<file path="src/rtl/mdio_pkg.sv">
package mdio_pkg;

    localparam int FRAME_BITS = 64;
    localparam int TA_IDX     = 46;
    localparam int DATA_IDX   = 48;

    localparam logic [1:0] ADDR_CTRL = 2'd0;
    localparam logic [1:0] ADDR_DATA = 2'd1;
    localparam logic [1:0] ADDR_FEAT = 2'd2;

    localparam int NEW_FIRE   = 15;
    localparam int NEW_ST     = 12;
    localparam int LEG_WR     = 27;
    localparam int LEG_RD     = 26;
    localparam int FEAT_NEW   = 31;

    typedef struct packed {
        logic        start;
        logic        is_read;
        logic [4:0]  phy;
        logic [4:0]  regad;
        logic [15:0] wdata;
    } mdio_cmd_t;

    function automatic logic [FRAME_BITS-1:0] build_frame(input mdio_cmd_t c);
        logic [1:0]  op;
        logic [1:0]  ta;
        logic [15:0] d;
        op = c.is_read ? 2'b10 : 2'b01;
        ta = c.is_read ? 2'b11 : 2'b10;
        d  = c.is_read ? 16'hFFFF : c.wdata;
        return {32'hFFFF_FFFF, 2'b01, op, c.phy, c.regad, ta, d};
    endfunction

endpackage

</file>
<file path="src/rtl/mdio_clk_div.sv">
module mdio_clk_div #(
    parameter int DIV = 2
) (
    input  logic clk,
    input  logic rst,
    input  logic en,
    output logic tick
);
    localparam int CW = (DIV > 1) ? $clog2(DIV) : 1;
    localparam logic [CW-1:0] LAST = CW'(DIV - 1);

    logic [CW-1:0] cnt;

    assign tick = en && (cnt == LAST);

    always_ff @(posedge clk) begin
        if (rst || !en || tick) begin
            cnt <= '0;
        end else begin
            cnt <= cnt + 1'b1;
        end
    end
endmodule

</file>
<file path="src/rtl/mdio_cmd_decode.sv">
module mdio_cmd_decode
    import mdio_pkg::*;
(
    input  logic [31:0] ctrl_word,
    input  logic [15:0] data_lo,
    input  logic        new_style,
    output mdio_cmd_t   cmd,
    output logic        drop_fire
);
    logic [1:0] op;
    logic       op_ok;

    assign op    = ctrl_word[11:10];
    assign op_ok = (op == 2'b01) || (op == 2'b10);

    always_comb begin
        cmd       = '0;
        drop_fire = 1'b0;
        if (new_style) begin
            cmd.start   = ctrl_word[NEW_FIRE] && ctrl_word[NEW_ST] && op_ok;
            cmd.is_read = (op == 2'b10);
            cmd.phy     = ctrl_word[9:5];
            cmd.regad   = ctrl_word[4:0];
            cmd.wdata   = ctrl_word[31:16];
            drop_fire   = ctrl_word[NEW_FIRE] && ctrl_word[NEW_ST] && !op_ok;
        end else begin
            cmd.start   = ctrl_word[LEG_WR] || ctrl_word[LEG_RD];
            cmd.is_read = !ctrl_word[LEG_WR] && ctrl_word[LEG_RD];
            cmd.phy     = ctrl_word[20:16];
            cmd.regad   = ctrl_word[25:21];
            cmd.wdata   = data_lo;
        end
    end
endmodule

</file>
<file path="src/rtl/mdio_frame_engine.sv">
module mdio_frame_engine
    import mdio_pkg::*;
#(
    parameter int DIV = 2
) (
    input  logic        clk,
    input  logic        rst,
    input  logic        start,
    input  mdio_cmd_t   cmd,
    input  logic        mdio_i,
    output logic        mdc,
    output logic        mdio_o,
    output logic        mdio_oe,
    output logic        run,
    output logic        done,
    output logic [15:0] rdata
);
    localparam int BW = $clog2(FRAME_BITS);
    localparam logic [BW-1:0] LAST_BIT = BW'(FRAME_BITS - 1);

    logic                  tick;
    logic                  phase;
    logic                  rd;
    logic [BW-1:0]         bitidx;
    logic [FRAME_BITS-1:0] shreg;

    mdio_clk_div #(.DIV(DIV)) u_div (
        .clk  (clk),
        .rst  (rst),
        .en   (run),
        .tick (tick)
    );

    assign done    = run && tick && phase && (bitidx == LAST_BIT);
    assign mdc     = run && phase;
    assign mdio_o  = run ? shreg[FRAME_BITS-1] : 1'b0;
    assign mdio_oe = run && (!rd || (bitidx < BW'(TA_IDX)));

    always_ff @(posedge clk) begin
        if (rst) begin
            run    <= 1'b0;
            phase  <= 1'b0;
            rd     <= 1'b0;
            bitidx <= '0;
            shreg  <= '0;
            rdata  <= '0;
        end else if (!run) begin
            if (start) begin
                run    <= 1'b1;
                phase  <= 1'b0;
                rd     <= cmd.is_read;
                bitidx <= '0;
                shreg  <= build_frame(cmd);
            end
        end else if (tick) begin
            if (!phase) begin
                phase <= 1'b1;
                if (rd && (bitidx >= BW'(DATA_IDX))) begin
                    rdata <= {rdata[14:0], mdio_i};
                end
            end else begin
                phase <= 1'b0;
                if (bitidx == LAST_BIT) begin
                    run <= 1'b0;
                end else begin
                    bitidx <= bitidx + 1'b1;
                    shreg  <= {shreg[FRAME_BITS-2:0], 1'b0};
                end
            end
        end
    end
endmodule

</file>
<file path="src/rtl/mdio_master.sv">
module mdio_master
    import mdio_pkg::*;
#(
    parameter int DIV = 2
) (
    input  logic        clk,
    input  logic        rst,
    input  logic        bus_wen,
    input  logic [1:0]  bus_addr,
    input  logic [31:0] bus_wdata,
    output logic [31:0] bus_rdata,
    output logic        busy,
    output logic        mdc,
    output logic        mdio_o,
    output logic        mdio_oe,
    input  logic        mdio_i
);
    logic [31:0] ctrl_q;
    logic [31:0] data_q;
    logic [31:0] feat_q;
    logic        run_new;
    logic        run_read;
    mdio_cmd_t   cmd;
    logic        drop_fire;
    logic        ctrl_wr;
    logic        start;
    logic        done;
    logic [15:0] rdata;

    mdio_cmd_decode u_dec (
        .ctrl_word (bus_wdata),
        .data_lo   (data_q[15:0]),
        .new_style (feat_q[FEAT_NEW]),
        .cmd       (cmd),
        .drop_fire (drop_fire)
    );

    assign ctrl_wr = bus_wen && (bus_addr == ADDR_CTRL) && !busy;
    assign start   = ctrl_wr && cmd.start;

    mdio_frame_engine #(.DIV(DIV)) u_eng (
        .clk     (clk),
        .rst     (rst),
        .start   (start),
        .cmd     (cmd),
        .mdio_i  (mdio_i),
        .mdc     (mdc),
        .mdio_o  (mdio_o),
        .mdio_oe (mdio_oe),
        .run     (busy),
        .done    (done),
        .rdata   (rdata)
    );

    always_ff @(posedge clk) begin
        if (rst) begin
            ctrl_q   <= '0;
            data_q   <= '0;
            feat_q   <= '0;
            run_new  <= 1'b0;
            run_read <= 1'b0;
        end else begin
            if (start) begin
                run_new  <= feat_q[FEAT_NEW];
                run_read <= cmd.is_read;
            end
            if (done) begin
                if (run_new) begin
                    ctrl_q[NEW_FIRE] <= 1'b0;
                    if (run_read) data_q <= {16'h0000, rdata};
                end else begin
                    ctrl_q[LEG_WR] <= 1'b0;
                    ctrl_q[LEG_RD] <= 1'b0;
                    if (run_read) data_q <= {rdata, 16'h0000};
                end
            end
            if (bus_wen) begin
                case (bus_addr)
                    ADDR_CTRL: if (!busy) begin
                        ctrl_q <= drop_fire ? (bus_wdata & ~(32'd1 << NEW_FIRE)) : bus_wdata;
                    end
                    ADDR_DATA: data_q <= bus_wdata;
                    ADDR_FEAT: feat_q <= bus_wdata;
                    default: ;
                endcase
            end
        end
    end

    always_comb begin
        case (bus_addr)
            ADDR_CTRL: bus_rdata = ctrl_q;
            ADDR_DATA: bus_rdata = data_q;
            ADDR_FEAT: bus_rdata = feat_q;
            default:   bus_rdata = '0;
        endcase
    end
endmodule

</file>
<file path="config.mk">
export PLATFORM = sky130hd
export DESIGN_NAME = mdio_master
export DESIGN_NICKNAME = d
export VERILOG_FILES = /design/src/rtl/mdio_pkg.sv /design/src/rtl/mdio_clk_div.sv /design/src/rtl/mdio_cmd_decode.sv /design/src/rtl/mdio_frame_engine.sv /design/src/rtl/mdio_master.sv
export SDC_FILE = /design/constraint.sdc
export NUM_CORES = 1
export LEC_CHECK = 0
export BUFFER_PORTS_ARGS = -buffer_cell sky130_fd_sc_hd__buf_2
export CAP_MARGIN = 30
export CELL_PAD_IN_SITES_DETAIL_PLACEMENT = 0
export CELL_PAD_IN_SITES_GLOBAL_PLACEMENT = 1
export CORE_ASPECT_RATIO = 2
export CORE_MARGIN = 1.5
export CORE_UTILIZATION = 45
export CTS_CLUSTER_SIZE = 30
export DETAILED_ROUTE_END_ITERATION = 8
export PLACE_DENSITY_LB_ADDON = 0.1
export SLEW_MARGIN = 10
export SYNTH_ARGS = -nofsm -noshare
export SYNTH_HDL_FRONTEND = slang
export SYNTH_HIERARCHICAL = 1
export SYNTH_SLANG_ARGS = --single-unit
</file>
<file path="constraint.sdc">
create_clock -name clk -period 6.57 [get_ports clk]
set_input_delay 0 -clock clk [delete_from_list [all_inputs] [get_ports clk]]
set_output_delay 0 -clock clk [all_outputs]
set_load 0.02 [all_outputs]
</file>
==> results_tabular.tex, run 1 <==
\begin{tabular}{lr}
\hline
Metric & Value \\
\hline
\multicolumn{2}{l}{\textbf{Critical path}} \\
Worst path required time & 6.83 ns \\
Total buffers and inverters traversed by the critical path & 2 \\
Worst Path Class, Setup & flip-flop to flip-flop \\
Critical register-to-register path endpoint & u\_eng/shreg[29] \\
Critical Path AT & 3.19 ns \\
Startpoint kind of the worst setup timing path & flip-flop \\
Logic depth of the worst setup path including buffers & 8 \\
CP top delay family & simple AND/OR/NAND/NOR gates \\
Delay of the slowest critical-path stage & 0.82 ns \\
Worst setup path startpoint & feat\_q[31] \\
Slowest CP cell & nand2\_1 \\
Worst-path cell chain & buf\_4 -> nand4b\_1 -> o21ai\_0 -> inv\_1 -> nor2\_1 -> nand2b\_1 -> nand2\_1 -> a311oi\_1 \\
Capturing element of the worst setup path & u\_eng/shreg[29] \\
Cell depth of the worst flop-to-flop path & 8 \\
Register-to-register setup slack & 3.64 ns \\
Peak fanout along the critical path & 34 \\
Endpoint class of the critical path & flip-flop \\
Worst flop-to-flop path startpoint & feat\_q[31] \\
\multicolumn{2}{l}{\textbf{CTS}} \\
Max H-tree Level & 4 \\
Cts repair resizes & 0 \\
Number of setup buffers added after CTS & 0 \\
Inserted Clock Buffers & 17 \\
Clock tree from TritonCTS & built \\
Maximum clock path buffer count & 2 \\
Clock slew at the register clock pins of the worst setup and hold paths & 0.07 ns \\
Total number of clock tree sinks & 188 \\
Clock tree root driver cell & clkbuf\_16 \\
Hold-fix buffers, CTS & 33 \\
Source-to-sink clock delay at the later pin of the worst-skew pair & 0.43 ns \\
\multicolumn{2}{l}{\textbf{Yosys}} \\
Most instantiated flip-flop cell in the synthesis netlist & dfxtp\_1 \\
Post-synth ARST share & 0\% \\
Number of warnings printed during yosys synthesis & 6 \\
Post-Syn Area & 0.00838 mm\^{}2 \\
Net count after synthesis & 1038 \\
Post-synthesis instance total & 998 \\
Number of library cell types mapped by synthesis & 47 \\
Fraction of post-synthesis cell area in the top cell type by area & 44.9\% \\
Sequential fraction of the synthesis area & 44.9\% \\
Post-synth EDFFs & 0 \\
Yosys reg bits & 188 \\
Synth area leader & dfxtp\_1 \\
Cell types with the largest area share after synthesis & dfxtp\_1, nor3\_1, nand2\_1, mux2i\_1, nor2\_1 \\
Average cell area after synthesis & 8.39 um\^{}2 \\
\multicolumn{2}{l}{\textbf{Placement}} \\
Detailed placer's ending HPWL & 16200 um \\
Quantity of I/O buffers inserted on ports & 73 \\
Routability cong. & 0.792 \\
\multicolumn{2}{l}{\textbf{Finish}} \\
Number of diodes added for antenna fixing & 0 \\
Fraction of layout instances using a drive strength above 1 & 15.5\% \\
Synthesis-to-layout area growth & 14.6\% \\
Number of nets in the layout & 1086 \\
\multicolumn{2}{l}{\textbf{Floorplanning}} \\
Die area & 0.0195 mm\^{}2 \\
Initial Util & 46.0\% \\
Core Area & 0.0182 mm\^{}2 \\
Vertical die dimension & 196 um \\
Top-level port count & 74 \\
Row cnt & 70 \\
Die X-Extent & 99.5 um \\
\multicolumn{2}{l}{\textbf{STA}} \\
Max Clock Skew & 0.0110 ns \\
Maximum clock rate & 341 MHz \\
Final max-slew violation count & 0 \\
Setup TNS Final & 0 ns \\
Worst hold margin & 0.0688 ns \\
Transition time at the pin with the least slew margin & 0.996 ns \\
Worst rel slew slack & 33.5\% \\
Clock period minus worst slack & 2.93 ns \\
Final count of hold timing violations & 0 \\
\# setup viols final & 0 \\
Share of the cycle needed by the critical path after routing & 44.6\% \\
Setup repair after global routing missed its margin & no \\
\multicolumn{2}{l}{\textbf{Routing}} \\
Drt drc & 0 \\
WL final & 24800 um \\
Via count & 7407 \\
Wirelength per Cell & 19.4 um \\
DRC violation total after the first TritonRoute iteration & 446 \\
Router iterations before antenna repair & 7 \\
Vias per inst & 5.81 \\
Antenna-violating nets left & 0 \\
\multicolumn{2}{l}{\textbf{GRT}} \\
Global-route met1 utilization & 30.7\% \\
Pin count of the biggest net entering global routing & 94 \\
Global-route wire length before repair & 39200 um \\
Global-route met2 utilization & 46.4\% \\
Remaining Overflow, GRT & 0 \\
GRT Total Usage & 25.8\% \\
Most Used Layer, Global Route & met2 \\
Vias in the first global route & 7098 \\
Grt met3 use & 2.74\% \\
Antenna violations before repair & 0 \\
\multicolumn{2}{l}{\textbf{Hold path}} \\
Path class of the lowest-slack min-delay path & input pin to flip-flop \\
\multicolumn{2}{l}{\textbf{Job}} \\
Max-cap check violation count & 0 \\
\multicolumn{2}{l}{\textbf{Power and ir drop}} \\
Peak supply drop & 0.000162 V \\
Leakage power & 3.57 nW \\
Power per unit of standard cell area & 255 mW/mm\^{}2 \\
\multicolumn{2}{l}{\textbf{Status}} \\
Outcome & completed \\
\hline
\end{tabular}
## worst min-delay path by stage
stage | startpoint | to | cells past startpoint
after floorplan | rst | u_eng/u_div/cnt | 1
after global placement | mdio_i | u_eng/rdata[0] | 3
after detailed placement | mdio_i | u_eng/rdata[0] | 3
after CTS | bus_wen | ctrl_q[27] | 4
after global routing | bus_wen | ctrl_q[26] | 4
final | rst | u_eng/shreg[31] | 2
## cells in the final DEF, fill, tap and decap left out, types with 3 or more instances in the layout
cell type / instances
a211oi_1: 26
a21oi_1: 66
a21oi_2: 7
a221oi_1: 32
a311oi_1: 6
a31oi_1: 3
and3b_1: 3
buf_2: 72
buf_4: 15
clkbuf_16: 17
clkinv_4: 3
clkinvlp_4: 3
dfxtp_1: 188
dlygate4sd3_1: 33
inv_1: 3
inv_6: 3
mux2_2: 26
mux2i_1: 58
nand2_1: 166
nand2b_1: 4
nand3_1: 12
nand3b_1: 3
nor2_1: 91
nor3_1: 130
o21ai_0: 36
o22ai_1: 15
## per-layer routing
| layer | share of wire [%] | up-vias |
|---|---|---|
| met5 | 0 | - |
| met4 | 3.2 | 0 |
| met3 | 2.7 | 36 |
| met2 | 53 | 164 |
| met1 | 41 | 3593 |
| li1 | - | 3614 |
## logic make-up (layout without fill, tap and decap cells)
family / Yosys count / in the layout / synth area share, %
AOI/OAI and AO/OA: 201 / 201 / 15.6
adders and majority gates: 2 / 2 / 0.299
buffers and inverters: 99 / 159 / 6.12
DFF: 188 / 188 / 44.9
muxes: 84 / 84 / 10.4
and+or+nand+nor: 424 / 424 / 22.7
## sequential cells by signal, indices dropped and copies added (netlist names), 6 cells and up
register and flops:
ctrl_q 32, u_eng/shreg 64, u_eng/bitidx 6, data_q 32, feat_q 32, u_eng/rdata 16
## cells in the mapped netlist, types with 2 or more instances
library cell and instances:
o21ai_0 36, buf_4 4, nor3_1 130, ha_1 2
buf_2 22, mux2_2 26, nand2b_1 4, inv_1 3
a211oi_1 26, nor2_1 91, buf_1 2, nand3b_1 3
a41o_1 2, and2_1 2, nand3_1 12, a311oi_1 6
a41oi_1 2, a31oi_1 3, clkbuf_1 53, a21oi_2 7
buf_6 13, nor2b_1 2, and3b_1 3, nand4b_1 2
a221oi_1 32, mux2i_1 58, dfxtp_1 188, a21oi_1 66
nand2_1 166, o22ai_1 15
## metrics by stage
step / area [um^2] / power, mW / std cells / setup WS [ns] / utilization, %
after CTS: 9580 / 2.47 / 1273 / 3.39 / 52.6
after floorplan: 8380 / 1.39 / 998 / 4.23 / -
after global routing: 9600 / 2.54 / 1274 / 3.43 / 52.7
final: 9600 / 2.44 / 1274 / 3.64 / 52.7
after detailed placement: 8700 / 1.47 / 1209 / 3.43 / 47.8
after global placement: 8650 / 1.47 / 1207 / 3.49 / 47.5
## power by group
part | switching [mW] | internal [mW]
clock network | 0.459 | 0.525
logic | 0.152 | 0.101
registers | 0.0256 | 1.18
total | 0.637 | 1.81
## layout make-up
class                      count  area [um^2]
fill                        1817         8620
multi-input combinational    711         4120
sequential                   188         3760
timing repair buffer         124          890
clock buffer                  19          433
tap                          216          270
clock inverter                12          115
inverter                       4         15.0
Power figures use the tool's default switching activity.
==> run 2, diff against run 1 <==
Settings changed: CORE_UTILIZATION 45 to 41.
Clock period 6.57 ns to 2.4 ns, I/O delays scaled along.
==> results_tabular.tex, run 2 (synthesis gave the netlist of run 1 again) <==
\begin{tabular}{lr}
\hline
Metric & Value \\
\hline
\multicolumn{2}{l}{\textbf{Floorplanning}} \\
Vertical die dimension & 205 um \\
Die area & 0.0213 mm\^{}2 \\
Row cnt & 73 \\
Core Area & 0.0199 mm\^{}2 \\
Top-level port count & 74 \\
Die X-Extent & 104 um \\
Initial Util & 42.1\% \\
\multicolumn{2}{l}{\textbf{Critical path}} \\
Worst Path Class, Setup & input pin to flip-flop \\
Peak fanout along the critical path & 33 \\
Critical Path AT & 2.53 ns \\
Critical register-to-register path endpoint & u\_eng/shreg[11] \\
Register-to-register setup slack & 0.30 ns \\
Startpoint kind of the worst setup timing path & input pin \\
Worst path required time & 2.76 ns \\
Worst flop-to-flop path startpoint & feat\_q[31] \\
Cell depth of the worst flop-to-flop path & 6 \\
Endpoint class of the critical path & flip-flop \\
\multicolumn{2}{l}{\textbf{GRT}} \\
GRT Total Usage & 25.0\% \\
Antenna violations before repair & 1 \\
Pin count of the biggest net entering global routing & 70 \\
Vias in the first global route & 7456 \\
Remaining Overflow, GRT & 0 \\
Global-route wire length before repair & 41800 um \\
\multicolumn{2}{l}{\textbf{Placement}} \\
Placed Cells incl. Taps & 1276 \\
Detailed placer's ending HPWL & 17400 um \\
Routability cong. & 0.805 \\
Pre-CTS setup slack & 0.210 ns \\
Quantity of I/O buffers inserted on ports & 73 \\
\multicolumn{2}{l}{\textbf{STA}} \\
Worst hold margin & 0.204 ns \\
Setup repair after global routing missed its margin & no \\
Setup TNS Final & 0 ns \\
Worst rel slew slack & 64.0\% \\
Transition time at the pin with the least slew margin & 0.535 ns \\
Final max-slew violation count & 0 \\
Maximum clock rate & 459 MHz \\
Max Clock Skew & 0.0182 ns \\
Final count of hold timing violations & 0 \\
Clock period minus worst slack & 2.18 ns \\
\# setup viols final & 0 \\
Share of the cycle needed by the critical path after routing & 90.7\% \\
Worst path setup slack after routing & 0.224 ns \\
\multicolumn{2}{l}{\textbf{Status}} \\
Outcome & completed \\
\multicolumn{2}{l}{\textbf{Finish}} \\
Number of diodes added for antenna fixing & 0 \\
Largest register by flop count & u\_eng/shreg \\
Number of inserted filler cells in the final layout & 2081 \\
Most common library cell in the layout ignoring fill and taps & dfxtp\_1 \\
Flip-flop count of the largest register after layout & 64 \\
Synthesis-to-layout area growth & 18.5\% \\
Highest-count cells in the layout ignoring fill and taps & dfxtp\_1, nand2\_1, nor3\_1 \\
Number of nets in the layout & 1108 \\
Fraction of layout instances using a drive strength above 1 & 17.5\% \\
Number of standard cells in the final layout excluding fillers & 1343 \\
\multicolumn{2}{l}{\textbf{Hold path}} \\
Worst hold path endpoint & data\_q[30] \\
Path class of the lowest-slack min-delay path & input pin to flip-flop \\
Worst hold stages & 5 \\
Startpoint of the tightest hold check path & bus\_wen \\
\multicolumn{2}{l}{\textbf{Routing}} \\
Router iterations before antenna repair & 5 \\
Via count & 7461 \\
Drt drc & 0 \\
Wirelength per Cell & 19.2 um \\
Antenna-violating nets left & 0 \\
WL final & 25800 um \\
Vias per inst & 5.56 \\
DRC violation total after the first TritonRoute iteration & 401 \\
\multicolumn{2}{l}{\textbf{Job}} \\
Max-cap check violation count & 0 \\
\multicolumn{2}{l}{\textbf{CTS}} \\
Clock slew at the register clock pins of the worst setup and hold paths & 0.08 ns \\
Inserted Clock Buffers & 17 \\
Clock tree from TritonCTS & built \\
Maximum clock path buffer count & 2 \\
Max H-tree Level & 4 \\
Source-to-sink clock delay at the later pin of the worst-skew pair & 0.44 ns \\
Total number of clock tree sinks & 188 \\
Clock tree root driver cell & clkbuf\_16 \\
\multicolumn{2}{l}{\textbf{Power and ir drop}} \\
Power per unit of standard cell area & 696 mW/mm\^{}2 \\
Leakage power & 3.72 nW \\
Peak supply drop & 0.000405 V \\
\hline
\end{tabular}
==> run 2: repair_timing <==
action,4_1_cts,5_1_grt
hold buffers,34,0
setup endpoints to repair,0,26
resized for setup,0,3
setup buffers,0,1
hold endpoints to repair,100,0
==> run 2: power by group <==
part           internal, mW  switching [mW]  total, mW
Sequential             3.23          0.0686       3.30
Combinational         0.294           0.429      0.723
Clock                  1.50            1.39       2.89
Total                  5.03            1.89       6.91
==> run 2: layout make-up <==
type,count,area (um^2),area share (%)
repair buffers,146,1110,11.2
flip-flops and latches,188,3760,37.9
clock inverters,15,173,1.74
inverters,4,15.0,0.151
clock buffers,17,425,4.29
well taps,262,328,3.30
multi-input cells,711,4110,41.4
==> run 2: worst max-delay path by stage <==
stage	startpoint	end	slack, ns
after detailed placement	bus_wdata[10]	u_eng/shreg[22]	0.21
final	bus_wdata[10]	u_eng/shreg[29]	0.22
after global placement	bus_wdata[10]	u_eng/shreg[29]	0.30
after global routing	bus_wdata[10]	u_eng/shreg[26]	0.03
after floorplan	u_eng/run	u_eng/shreg[28]	0.06
after CTS	bus_wdata[10]	u_eng/shreg[22]	0.12
==> run 2: critical path: stages <==
cell and delay (ns):
dlygate4sd3_1 0.52, buf_2 0.16, inv_1 0.06, ha_1 0.31, nand4b_1 0.17, o21ai_1 0.19
inv_1 0.13, nor2_2 0.20, nor2b_4 0.27, buf_12 0.22, nor3_1 0.06, a311oi_1 0.23
==> run 2: per-layer routing <==
metal	vias to the layer above	wire [um]	track usage, %
met2	148	14000	47.1
met4	2	499	7.69
met3	26	766	3.47
li1	3673	-	-
met5	-	12	0
met1	3612	10500	28.9
==> run 2: metrics by stage <==
| step | instance area [um^2] | utilization [%] | total power, mW |
|---|---|---|---|
| floorplan | 8380 | - | 3.81 |
| global placement | 8970 | 45.1 | 4.05 |
| detailed placement | 8970 | 45.1 | 4.06 |
| CTS | 9910 | 49.8 | 6.98 |
| global route | 9930 | 49.8 | 7.18 |
| finish | 9930 | 49.8 | 6.91 |
